`src/rtl/vref_pkg.sv`:
```
package vref_pkg;
  localparam int REF_W = 12;
  localparam int VID_W = 5;

  function automatic logic [REF_W-1:0] vid_to_mv(input logic [VID_W-1:0] code);
    int v;
    if (!code[4]) v = 2000 - 50 * int'(code[3:0]);
    else          v = 1275 - 25 * int'(code[3:0]);
    return REF_W'(v);
  endfunction

  function automatic logic vid_absent(input logic [VID_W-1:0] code);
    return code[3:0] == 4'hF;
  endfunction
endpackage

```
`src/rtl/vcc_hyst.sv`:
```
module vcc_hyst #(
  parameter int VCC_W   = 13,
  parameter int RISE_MV = 4500,
  parameter int FALL_MV = 4000
) (
  input  logic             clk,
  input  logic             rst_n,
  input  logic [VCC_W-1:0] vcc_mv,
  output logic             supply_ok
);
  localparam logic [VCC_W-1:0] RISE_V = VCC_W'(RISE_MV);
  localparam logic [VCC_W-1:0] FALL_V = VCC_W'(FALL_MV);

  always_ff @(posedge clk or negedge rst_n) begin
    if (!rst_n)         supply_ok <= 1'b0;
    else if (supply_ok) supply_ok <= (vcc_mv >= FALL_V);
    else                supply_ok <= (vcc_mv > RISE_V);
  end


  hold_low_chk: assert property (@(posedge clk) disable iff (!rst_n)
    (!supply_ok && vcc_mv <= RISE_V) |=> !supply_ok);

  hold_high_chk: assert property (@(posedge clk) disable iff (!rst_n)
    (supply_ok && vcc_mv >= FALL_V) |=> supply_ok);
endmodule

```
`src/rtl/tick_gen.sv`:
```
module tick_gen #(
  parameter int SLOW_DIV = 20,
  parameter int FAST_DIV = 1
) (
  input  logic clk,
  input  logic rst_n,
  input  logic active,
  input  logic fast,
  output logic tick
);
  localparam int CW = $clog2(SLOW_DIV + 1);
  localparam logic [CW-1:0] SLOW_LIM = CW'(SLOW_DIV - 1);
  localparam logic [CW-1:0] FAST_LIM = CW'(FAST_DIV - 1);

  logic [CW-1:0] cnt_q;
  logic [CW-1:0] lim;

  assign lim  = fast ? FAST_LIM : SLOW_LIM;
  assign tick = active && (cnt_q >= lim);

  always_ff @(posedge clk or negedge rst_n) begin
    if (!rst_n)       cnt_q <= '0;
    else if (!active) cnt_q <= '0;
    else if (tick)    cnt_q <= '0;
    else              cnt_q <= cnt_q + 1'b1;
  end


  idle_no_tick_chk: assert property (@(posedge clk) disable iff (!rst_n)
    !active |=> (cnt_q == '0));
endmodule

```
`src/rtl/ref_slew.sv`:
```
module ref_slew #(
  parameter int REF_W   = 12,
  parameter int STEP_MV = 1,
  parameter int TH_MV   = 900
) (
  input  logic             clk,
  input  logic             rst_n,
  input  logic             run,
  input  logic             tick,
  input  logic [REF_W-1:0] tgt,
  output logic [REF_W-1:0] ref_q,
  output logic             done_q
);
  localparam logic [REF_W-1:0] STEP_V = REF_W'(STEP_MV);
  localparam logic [REF_W-1:0] TH_V   = REF_W'(TH_MV);

  logic [REF_W-1:0] ref_nx;

  always_comb begin
    ref_nx = ref_q;
    if (ref_q < tgt)
      ref_nx = ((tgt - ref_q) > STEP_V) ? ref_q + STEP_V : tgt;
    else if (ref_q > tgt)
      ref_nx = ((ref_q - tgt) > STEP_V) ? ref_q - STEP_V : tgt;
  end

  always_ff @(posedge clk or negedge rst_n) begin
    if (!rst_n) begin
      ref_q  <= '0;
      done_q <= 1'b0;
    end else if (!run) begin
      ref_q  <= '0;
      done_q <= 1'b0;
    end else begin
      if (ref_q >= TH_V) done_q <= 1'b1;
      if (tick)          ref_q  <= ref_nx;
    end
  end


  no_overshoot_chk: assert property (@(posedge clk) disable iff (!rst_n)
    (run && ref_q <= tgt) |=> (!run || ref_q <= $past(tgt)));

  step_bound_chk: assert property (@(posedge clk) disable iff (!rst_n)
    run |=> (!run || (ref_q <= $past(ref_q) + STEP_V && ref_q + STEP_V >= $past(ref_q))));

  clear_chk: assert property (@(posedge clk) disable iff (!rst_n)
    !run |=> (ref_q == '0 && !done_q));

  done_sticky_chk: assert property (@(posedge clk) disable iff (!rst_n)
    (done_q && run) |=> done_q);
endmodule

```
`src/rtl/vref_ramp_seq.sv`:
```
module vref_ramp_seq
  import vref_pkg::*;
#(
  parameter int VCC_W    = 13,
  parameter int RISE_MV  = 4500,
  parameter int FALL_MV  = 4000,
  parameter int SLOW_DIV = 20,
  parameter int FAST_DIV = 1,
  parameter int STEP_MV  = 1,
  parameter int TH_MV    = 900
) (
  input  logic             clk,
  input  logic             rst_n,
  input  logic             en,
  input  logic [VCC_W-1:0] vcc_mv,
  input  logic [4:0]       vid,
  output logic [11:0]      ref_mv,
  output logic             ss_done,
  output logic             code_chg,
  output logic             cpu_absent
);
  logic             supply_ok;
  logic             run;
  logic             tick;
  logic [VID_W-1:0] vid_q;
  logic [REF_W-1:0] tgt;

  vcc_hyst #(.VCC_W(VCC_W), .RISE_MV(RISE_MV), .FALL_MV(FALL_MV)) u_hyst (
    .clk(clk), .rst_n(rst_n), .vcc_mv(vcc_mv), .supply_ok(supply_ok));

  always_ff @(posedge clk or negedge rst_n) begin
    if (!rst_n) begin
      vid_q      <= '1;
      cpu_absent <= 1'b0;
      code_chg   <= 1'b0;
    end else begin
      vid_q      <= vid;
      cpu_absent <= vid_absent(vid);
      code_chg   <= run && (vid != vid_q);
    end
  end

  assign run = en && supply_ok && !cpu_absent;
  assign tgt = vid_to_mv(vid_q);

  tick_gen #(.SLOW_DIV(SLOW_DIV), .FAST_DIV(FAST_DIV)) u_tick (
    .clk(clk), .rst_n(rst_n), .active(run), .fast(ss_done), .tick(tick));

  ref_slew #(.REF_W(REF_W), .STEP_MV(STEP_MV), .TH_MV(TH_MV)) u_slew (
    .clk(clk), .rst_n(rst_n), .run(run), .tick(tick), .tgt(tgt),
    .ref_q(ref_mv), .done_q(ss_done));


  hold_between_ticks_chk: assert property (@(posedge clk) disable iff (!rst_n)
    (run && !tick) |=> (!run || $stable(ref_mv)));

  absent_zero_chk: assert property (@(posedge clk) disable iff (!rst_n)
    cpu_absent |=> (ref_mv == '0 && !ss_done));

  chg_needs_run_chk: assert property (@(posedge clk) disable iff (!rst_n)
    !run |=> !code_chg);
endmodule

```
`config.mk`:
```
export PLATFORM = sky130hd
export DESIGN_NAME = vref_ramp_seq
export DESIGN_NICKNAME = d
export VERILOG_FILES = /design/src/rtl/vref_pkg.sv /design/src/rtl/vcc_hyst.sv /design/src/rtl/tick_gen.sv /design/src/rtl/ref_slew.sv /design/src/rtl/vref_ramp_seq.sv
export SDC_FILE = /design/constraint.sdc
export NUM_CORES = 1
export LEC_CHECK = 0
export ABC_AREA = 0
export BUFFER_PORTS_ARGS = -buffer_cell sky130_fd_sc_hd__buf_2
export CAP_MARGIN = 5
export CORE_ASPECT_RATIO = 1.75
export CORE_MARGIN = 2
export CORE_UTILIZATION = 55
export DETAILED_ROUTE_END_ITERATION = 16
export MAX_ROUTING_LAYER = met4
export PLACE_DENSITY = 0.78
export SLEW_MARGIN = 20
export SYNTH_ARGS = -nofsm -noshare
export SYNTH_HDL_FRONTEND = slang
export SYNTH_SLANG_ARGS = --single-unit
```
`constraint.sdc`:
```
create_clock -name clk -period 5 [get_ports clk]
set_clock_uncertainty 0.15 [all_clocks]
set_input_delay 0.25 -clock clk [delete_from_list [all_inputs] [get_ports clk]]
set_output_delay 0.25 -clock clk [all_outputs]
set_load 0.01 [all_outputs]
```
==> out/metrics.cfg, run 1 <==
[critical_path]
cpLargestDelayFamily = simple AND/OR/NAND/NOR gates
criticalPathCategory = reg2reg
crit_chain = inv_2, ha_4, ha_4, fa_2, xor2_2, nand2_1, nor2_2, nand2_1, o31ai_2, buf_4, inv_1, ha_1, buf_4, buf_4, o2bb2ai_2, or4b_1, nor4_2, nand4b_1, and3_4, a32o_2, o32ai_2
rrSetupSlack_ps = -160
crit_slowest_cell = dfstp_2
cpMostUsedCell = buf_4
reg2reg_to = u_slew.ref_q[10]$_DFFE_PN0P_
critPathArrivalTime_ps = 5180
required_ps = 5020
worstRegToRegCells = 21
worstSetupEndpointType = flop
startpoint_type = flop
crit_buf_inv = 5
cp_max_fo = 5
reg2reg_from = vid_q[1]$_DFF_PN1_
max_stage_delay_ps = 550

[die]
rows = 39
ios = 36
coreArea_um2 = 6590
die_x_um = 66.4
initial_core_util_pct = 56.9
dieArea_um2 = 7520
die_h_um = 113

[logic_synthesis]
yosysWarnings = 0
synth_top_area_share_pct = 15.7
synth-edff-count = 0
syn_nets = 550
ys_types = 70
synthFlopType = dfrtp_1
synth_cells = 479
synth_area_leaders = ha_1 (16%), dfrtp_1 (14%), xnor2_1 (5.4%), inv_1 (4.7%), a21oi_1 (4.3%)
syn_avg_cell_area_um2 = 7.83
ys_seq_area_share_pct = 17.5
async_flop_share_pct = 100
synth_top_cell_by_area = ha_1
synth-seq-cells = 26
netlist_area_um2 = 3750

[sta]
fin_ws_ps = -163
layout_min_cycle_time_ps = 5160
relSlewSlack_pct = 29.0
fmax_ghz = 0.194
setup_viol = 10
finalCritPeriodShare_pct = 103
drv_slew = 0
holdWs_ps = 42.9
tightest_slew_ps = 1050
rsz0062_at_grt = true
hold_violations = 0

[clock_network]
clkLatencyLatePin_ps = 280
cts.clk_slew.worst_paths_ps = 70
cts_tree = done
clkSinkCount = 26
root_buffer = clkbuf_16
cts_buffers = 3
cts.path.max_buffers = 2
ctsHtreeMaxLevel = 1

[run]
max_cap_viol_count = 0

[global_route]
grt_overflow = 0
grt_max_degree = 27
first_global_vias = 4485
grt_pass1_wl_um = 21600
globalRouteTotalUtil_pct = 38.7
antenna_found_initial = 0

[layout]
n_antenna_cell = 0
layout.cells.non_filler = 670
area_delta_synth_final_pct = 35.8
drive_above_1_share_pct = 32.8
post-route-util_pct = 77.3
final_net_count = 660

[placement]
pre_cts_slack_ps = -317
placed_cells = 654
portBuffers = 35
gp_congestion = 1.01
hpwl_um = 10700

[power]
power.leakage_nw = 2.33
vdd_ir_drop_max_uv = 301
power.total_w = 0.00130
p_per_area_nw_per_um2 = 255

[hold_path]
hold_path.class = in2reg
hp-start = vcc_mv[7]
worstHoldPathCells = 3
hold_end = u_hyst.supply_ok$_DFF_PN0_

[route]
routedWlPerCell_um = 22.1
antenna_left = 0
first_iter_violations = 331
vias = 4449
firstDrtPassIters = 5
vias_per_cell = 6.64
drc = 0
routed_wl_um = 14800

[status]
violations = negative setup slack
run_status = finished with violations

## registers in the layout, summed over array words and instances, names as in the netlist
name and flops:
u_slew.ref_q 12, u_tick.cnt_q 5, vid_q 5, code_chg 1
cpu_absent 1, u_hyst.supply_ok 1, u_slew.done_q 1
## cells in the final DEF (no fill, tap or decap), types with 6 or more instances in the layout
cell           count
dfrtp_1           21
a21oi_1           23
nand3_1           12
nand2_1           29
o21ai_0           17
xor2_1            12
a31oi_1            8
buf_2             35
inv_1             44
ha_1              42
nor2_1            25
nand4_1           11
a21o_1             9
xnor2_1           21
o211ai_1           7
buf_4             82
dlygate4sd3_1      6
nor3_1            11
o21ai_1            6
a21oi_2           10
o21a_1             6
a211o_1            6
## how the worst max path moves through the flow
| stage | from | endpoint | slack (ps) | cells after the start |
|---|---|---|---|---|
| finish | vid_q[1]$_DFF_PN1_ | u_slew.ref_q[10]$_DFFE_PN0P_ | -160 | 21 |
| global route | vid_q[1]$_DFF_PN1_ | u_slew.ref_q[2]$_DFFE_PN0P_ | -400 | 23 |
| CTS | vid_q[1]$_DFF_PN1_ | u_slew.ref_q[1]$_DFFE_PN0P_ | 7 | 21 |
| detailed placement | vid_q[0]$_DFF_PN1_ | u_slew.ref_q[10]$_DFFE_PN0P_ | -320 | 21 |
| global placement | vid_q[0]$_DFF_PN1_ | u_slew.ref_q[10]$_DFFE_PN0P_ | -110 | 21 |
| floorplan | vid_q[0]$_DFF_PN1_ | u_slew.ref_q[4]$_DFFE_PN0P_ | 6 | 22 |
## final cells by class
cell class                 count  area, um^2
multi-input combinational    383        3130
fill                         494        1500
timing repair buffer         128         925
sequential                    26         657
inverter                      47         176
tap                           82         103
clock buffer                   3        75.1
clock inverter                 1        30.0
## synthesized netlist by cell type (7+ instances only)
library cell and instances:
o211ai_1 7, a21oi_1 32, a211oi_1 9, nand3_1 14, ha_1 47, a21o_1 9, a221oi_1 7, dfrtp_1 21
nor2_1 28, nor3_1 11, o21ai_0 18, nand2_1 30, clkbuf_1 15, nor4_1 7, nand4_1 11, a31oi_1 10
xnor2_1 23, xor2_1 13, inv_1 47
## repair_timing
item | 4_1_cts | 5_1_grt
buffers inserted | 3 | 3
gates resized for setup | 25 | 37
endpoints found under the hold margin | 26 | 0
hold buffers | 6 | 0
pin swaps | 6 | 24
gates cloned | 0 | 0
endpoints found under the setup margin | 12 | 12
## tightest hold or removal path: cells and delay by family
family	cells	cell delay, ps
AND/OR/NAND/NOR	2	110
buffers and inverters	1	80
## routing by layer
metal | GRT usage (%) | up-vias | part of all wire (%)
met5 | - | - | 0
met4 | 32.0 | 0 | 10
met3 | 6.46 | 106 | 5.8
met2 | 67.1 | 252 | 51
met1 | 35.5 | 2102 | 33
li1 | - | 1989 | -
## where the power goes
| group | switching [W] | total (W) | internal [W] |
|---|---|---|---|
| Sequential | 0.0000168 | 0.000237 | 0.000220 |
| Combinational | 0.000442 | 0.000815 | 0.000373 |
| Clock | 0.0000881 | 0.000248 | 0.000160 |
| Total | 0.000547 | 0.00130 | 0.000754 |
## cells by family (layout without fill, tap and decap cells)
group | count (synthesis) | count (layout) | synth area share, %
compound gates | 154 | 154 | 28.8
xor+xnor | 36 | 36 | 8.41
fa+ha+maj | 50 | 50 | 17.3
buf+inv | 70 | 179 | 7.37
flops | 26 | 26 | 17.5
mux | 5 | 5 | 1.50
simple gates | 138 | 138 | 19.1
## per-stage QoR
stage               instance area (um^2)  TNS [ps]
floorplan                           3750         0
global placement                    4560      -471
detailed placement                  4560     -2570
CTS                                 4870         0
global route                        5090     -3940
finish                              5090     -1090
Power figures use the tool's default switching activity.
==> inputs of run 2 (changes only) <==
--- a/config.mk
+++ b/config.mk
@@ -10,11 +10,12 @@
 export CAP_MARGIN = 5
 export CORE_ASPECT_RATIO = 1.75
 export CORE_MARGIN = 2
-export CORE_UTILIZATION = 55
+export CORE_UTILIZATION = 56
 export DETAILED_ROUTE_END_ITERATION = 16
 export MAX_ROUTING_LAYER = met4
-export PLACE_DENSITY = 0.78
+export PLACE_DENSITY = 0.79
 export SLEW_MARGIN = 20
 export SYNTH_ARGS = -nofsm -noshare
 export SYNTH_HDL_FRONTEND = slang
+export SYNTH_HIERARCHICAL = 1
 export SYNTH_SLANG_ARGS = --single-unit
==> run 2 against run 1 <==
Net effect:
- the run now ends clean
- combinational power shrank 25%
- critical path depth grew 1
- global-route usage shrank 2.4 points
- fmax grew 3.6%
- non-clock buffer count shrank 28
- via count shrank 1.3%
- critical endpoint is now u_slew/ref_q[9]$_DFFE_PN0P_
- largest power group unchanged
==> out/metrics.cfg, run 2 <==
[power]
vdd_ir_drop_max_uv = 201
p_per_area_nw_per_um2 = 215
power.leakage_nw = 2.27

[global_route]
antenna_found_initial = 0
grt_pass1_wl_um = 20500
grt_max_degree = 27
globalRouteTotalUtil_pct = 36.3
grt_overflow = 0
first_global_vias = 4432

[die]
ios = 36
dieArea_um2 = 7550
rows = 39
die_h_um = 113
initial_core_util_pct = 58.2
die_x_um = 66.5
coreArea_um2 = 6590

[logic_synthesis]
async_flop_share_pct = 100
ys_types = 69
netlist_area_um2 = 3830
synth_top_cell_by_area = ha_1
synth_top_area_share_pct = 15.0
synth_area_leaders = ha_1 (15%), dfrtp_1 (14%), xnor2_1 (6.4%), a21oi_1 (6.0%), nand2_1 (4.7%)
synth_cells = 497
synthTopCellsByCount = nand2_1 (48), a21oi_1 (46), ha_1 (46), inv_1 (41), nor2_1 (36)
synth-seq-cells = 26
synth-edff-count = 0
synth.most_common_cell = nand2_1
ys_seq_area_share_pct = 17.1
syn_avg_cell_area_um2 = 7.71
yosysWarnings = 6
synthFlopType = dfrtp_1

[sta]
rsz0062_at_grt = true
finalCritPeriodShare_pct = 99.7
layout_min_cycle_time_ps = 4980
setup_viol = 0
tightest_slew_ps = 677
drv_slew = 0
relSlewSlack_pct = 54.3
hold_violations = 0
fmax_ghz = 0.201

[clock_network]
cts.path.max_buffers = 2
cts_tree = done
cts_buffers = 3
clkSinkCount = 26
root_buffer = clkbuf_16
clkLatencyLatePin_ps = 270
ctsHtreeMaxLevel = 1
cts.clk_slew.worst_paths_ps = 70

[route]
vias_per_cell = 6.56
first_iter_violations = 403
vias = 4391
antenna_left = 0
drc = 0
firstDrtPassIters = 8
routedWlPerCell_um = 20.6
routed_wl_um = 13800

[run]
max_cap_viol_count = 0

[critical_path]
startpoint_type = flop
rrSetupSlack_ps = 20
cp_max_fo = 7
worstSetupEndpointType = flop
critPathArrivalTime_ps = 5030
criticalPathCategory = reg2reg
required_ps = 5050

[layout]
final_net_count = 658
drive_above_1_share_pct = 29.0
n_antenna_cell = 0
largest-register = u_slew/ref_q
reg_top3 = u_slew/ref_q: 12 flops, u_tick/cnt_q: 5 flops, vid_q: 5 flops
post-route-util_pct = 75.9
final_common_cell = buf_4
final_cell_mix = buf_4 (57), nand2_1 (47), inv_1 (36), a21oi_1 (36)
area_delta_synth_final_pct = 30.4
layout.cells.non_filler = 669
largest_reg_flops = 12

[placement]
hpwl_um = 9850
gp_congestion = 0.977
portBuffers = 35
placed_cells = 650

[status]
run_status = completed

[hold_path]
hold_path.class = in2reg

[run 2: worst paths after layout]
path / to / start / cells after the start
min: u_hyst/supply_ok$_DFF_PN0_ / vcc_mv[12] / 3
max in group asynchronous: u_slew/ref_q[9]$_DFFE_PN0P_ / rst_n / 2
min reg2reg: u_hyst/supply_ok$_DFF_PN0_ / u_hyst/supply_ok$_DFF_PN0_ / 1
max reg2reg: u_slew/ref_q[9]$_DFFE_PN0P_ / vid_q[1]$_DFF_PN1_ / 22
min in group asynchronous: u_slew/ref_q[2]$_DFFE_PN0P_ / rst_n / 2
max: u_slew/ref_q[9]$_DFFE_PN0P_ / vid_q[1]$_DFF_PN1_ / 22
[run 2: timing repair]
item,in CTS,in global routing
pin swaps,5,26
hold buffers,6,0
gates cloned,1,0
endpoints found under the hold margin,26,0
endpoints found under the setup margin,12,12
buffers inserted,1,7
resized for setup,13,53
[run 2: critical path, cell delays in order, from the launching register on]
cell       delay, ps
dfstp_2          570
inv_4             60
ha_4             250
ha_4             170
fa_2             400
xor2_2           210
nand2_2          120
nor3_2           220
xnor2_1          170
o22a_1           260
inv_2             70
ha_4             230
nand4_1          130
o22ai_1          100
a211o_1          300
or3_4            350
a221oi_4         330
buf_4            160
a21oi_1           60
buf_4            190
a21oi_2          170
o2111ai_2        130
nand3_1          120
[run 2: cells by family (layout without fill, tap and decap cells)]
family / count (synthesis) / in the layout / share of synthesized area, %
compound gates: 139 / 139 / 24.5
buf+inv: 58 / 145 / 6.14
xor+xnor: 40 / 40 / 9.14
simple gates: 175 / 175 / 23.9
fa+ha+maj: 49 / 49 / 16.6
mux: 9 / 10 / 2.51
other cells: 1 / 3 / 0.0978
flops: 26 / 26 / 17.1
[run 2: layout make-up]
cell class              instances  area [um^2]
multi-input cells             416         3300
fillers                       496         1590
repair buffers                100          679
flip-flops and latches         26          657
inverters                      41          156
well taps                      82          103
clock buffers                   3         75.1
clock inverters                 1         30.0
[run 2: power by group]
group,switching [W],internal (W),leakage [nW]
logic,0.000341,0.000266,1.88
clock network,0.0000800,0.000160,0.0511
registers,0.00000863,0.000218,0.342
[run 2: routing by layer]
| metal | global-route usage [%] | wire length [um] | share of wire, % | vias to the layer above |
|---|---|---|---|---|
| li1 | - | - | - | 1969 |
| met1 | 32.8 | 4640 | 34 | 2062 |
| met2 | 64.7 | 7300 | 53 | 257 |
| met3 | 5.52 | 672 | 4.9 | 103 |
| met4 | 28.6 | 1190 | 8.6 | 0 |
| met5 | - | 0 | 0 | - |
[run 2: through the flow]
step	power, W	cell area, um^2	TNS, ps	hold slack (ps)	worst slack, ps
4_1_cts	0.000991	4680	0	103	12.3
5_1_grt	0.00113	5000	-1890	122	-241
6_report	0.00107	5000	0	115	16.0
3_3_place_gp	0.000712	4420	-1.19	142	-1.19
3_5_place_dp	0.000721	4420	-867	153	-140
2_1_floorplan	0.000547	3840	0	-196	33.4
==> inputs of run 3 (changes only) <==
--- a/config.mk
+++ b/config.mk
@@ -14,7 +14,7 @@
 export DETAILED_ROUTE_END_ITERATION = 16
 export MAX_ROUTING_LAYER = met4
 export PLACE_DENSITY = 0.79
-export SLEW_MARGIN = 20
+export SLEW_MARGIN = 15
 export SYNTH_ARGS = -nofsm -noshare
 export SYNTH_HDL_FRONTEND = slang
 export SYNTH_HIERARCHICAL = 1
==> constraint.sdc (replaced) <==
create_clock -name clk -period 5 [get_ports clk]
set_clock_uncertainty 0.15 [all_clocks]
set_input_delay 0 -clock clk [delete_from_list [all_inputs] [get_ports clk]]
set_output_delay 0 -clock clk [all_outputs]
set_load 0.01 [all_outputs]
==> run 3 against run 2 <==
Net effect:
- the flow now finishes with violations (negative setup slack)
- wire length increased by 2.9%
- register-to-register slack got worse by 30 ps
- sequential power about the same
- first-iteration DRC count decreased by 9.9%
- via count increased by 0.41%
- sequential share of layout area decreased by 0.10 points
- utilization increased by 0.61 points
- critical path type unchanged
- largest power group unchanged
==> out/metrics.cfg, run 3 (synthesis gave the netlist of run 2 again) <==
[status]
run_status = finished with violations
violations = negative setup slack

[die]
rows = 39
dieArea_um2 = 7550
die_h_um = 113
ios = 36
die_x_um = 66.5
coreArea_um2 = 6590
initial_core_util_pct = 58.2

[global_route]
grt_max_degree = 27
grt_overflow = 0
antenna_found_initial = 0
grt_pass1_wl_um = 20700
first_global_vias = 4495
globalRouteTotalUtil_pct = 36.9

[clock_network]
cts_tree = done
cts.clk_slew.worst_paths_ps = 70
clkLatencyLatePin_ps = 270
ctsHtreeMaxLevel = 1
root_buffer = clkbuf_16
cts_buffers = 3
cts.path.max_buffers = 2
clkSinkCount = 26

[route]
antenna_left = 0
routed_wl_um = 14200
firstDrtPassIters = 5
drc = 0
vias = 4409
wl_met2_um = 7620
first_iter_violations = 363
wl_met1_um = 4710
dr_wl_met3_um = 663
routedWlPerCell_um = 21.1
routed.top_layer = met4
vias_per_cell = 6.55

[layout]
area_delta_synth_final_pct = 31.4
n_antenna_cell = 0
largest_reg_flops = 12
reg_top3 = u_slew/ref_q: 12 flops, u_tick/cnt_q: 5 flops, vid_q: 5 flops
final_common_cell = buf_4
fillers = 494
drive_above_1_share_pct = 28.8
final_cell_mix = buf_4 (57), nand2_1 (47), inv_1 (36), a21oi_1 (36)
final_net_count = 662
largest-register = u_slew/ref_q
post-route-util_pct = 76.5

[sta]
setup_viol = 2
finalCritPeriodShare_pct = 100
fmax_ghz = 0.199
drv_slew = 0
tightest_slew_ps = 695
fin_ws_ps = -17.8
holdWs_ps = 134
hold_violations = 0
layout_min_cycle_time_ps = 5020
relSlewSlack_pct = 53.1
rsz0062_at_grt = true
setup_tns_ps = -17.8

[hold_path]
hold_path.class = in2async

[power]
p_per_area_nw_per_um2 = 215
power.total_w = 0.00108
power.leakage_nw = 2.28
vdd_ir_drop_max_uv = 199

[placement]
hpwl_um = 9850
portBuffers = 35
gp_congestion = 0.977

[critical_path]
criticalPathCategory = reg2reg
worstSetupEndpointType = flop
critPathArrivalTime_ps = 5070
cp_max_fo = 7
required_ps = 5050
startpoint_type = flop

[run]
max_cap_viol_count = 0

[run 3: cell count changes in the layout (fill, tap and decap cells not counted)]
cell and delta:
dlygate4sd3_1 +4
[run 3: critical path, stage by stage, from the launching register on]
cell       delay [ps]
dfstp_2           570
inv_4              60
ha_4              250
ha_4              170
fa_2              400
xor2_2            200
nand2_2           120
nor3_2            230
xnor2_1           180
o22a_1            270
inv_2              70
ha_4              230
nand4_1           130
o22ai_1           100
a211o_1           300
or3_4             350
a221oi_4          330
buf_4             170
a21oi_1            50
buf_4             180
a21oi_2           170
o2111ai_2         150
nand3_1           110
[run 3: worst paths after layout]
path / cells after the start / slack (ps) / from / endpoint
hold / removal: 2 / 130 / rst_n / u_slew/ref_q[2]$_DFFE_PN0P_
min in group clk: 2 / 260 / vid[2] / vid_q[2]$_DFF_PN1_
max in group asynchronous: 2 / 4130 / rst_n / u_slew/ref_q[11]$_DFFE_PN0P_
setup / recovery: 22 / -20 / vid_q[1]$_DFF_PN1_ / u_slew/ref_q[9]$_DFFE_PN0P_
setup reg to reg: 22 / -20 / vid_q[1]$_DFF_PN1_ / u_slew/ref_q[9]$_DFFE_PN0P_
hold reg to reg: 1 / 360 / u_tick/cnt_q[0]$_DFF_PN0_ / u_tick/cnt_q[0]$_DFF_PN0_
[run 3: per-layer routing]
metal,track usage [%],vias to the layer above
met3,5.82,100
met5,-,-
met1,32.7,2098
li1,-,1980
met2,66.1,231
met4,29.3,0
[run 3: area by class of cell]
type | count | area (um^2) | area share [%]
clock buffer | 3 | 75.1 | 1.49
clock inverter | 1 | 30.0 | 0.596
inverter | 41 | 156 | 3.10
multi-input combinational | 416 | 3300 | 65.4
sequential | 26 | 657 | 13.0
tap | 82 | 103 | 2.04
timing repair buffer | 104 | 719 | 14.3
[run 3: per-stage QoR]
stage / setup slack [ps] / area [um^2] / std cells
3_5_place_dp: -140 / 4420 / 650
2_1_floorplan: 33.4 / 3840 / 499
3_3_place_gp: -1.19 / 4420 / 650
4_1_cts: 12.3 / 4720 / 666
6_report: -17.8 / 5040 / 673
5_1_grt: -309 / 5040 / 673
[run 3: repair_timing]
| item | 4_1_cts | 5_1_grt |
|---|---|---|
| gates cloned | 1 | 0 |
| hold buffers | 10 | 0 |
| gates resized for setup | 13 | 53 |
| endpoints found under the setup margin | 12 | 12 |
| pin swaps | 5 | 26 |
| hold endpoints to repair | 34 | 0 |
| buffers inserted | 1 | 7 |
[run 3: report_power, final]
| part | internal [W] | switching, W | leakage [nW] |
|---|---|---|---|
| logic | 0.000270 | 0.000345 | 1.89 |
| registers | 0.000218 | 0.00000907 | 0.342 |
| clock network | 0.000160 | 0.0000816 | 0.0511 |
| total | 0.000648 | 0.000436 | 2.28 |
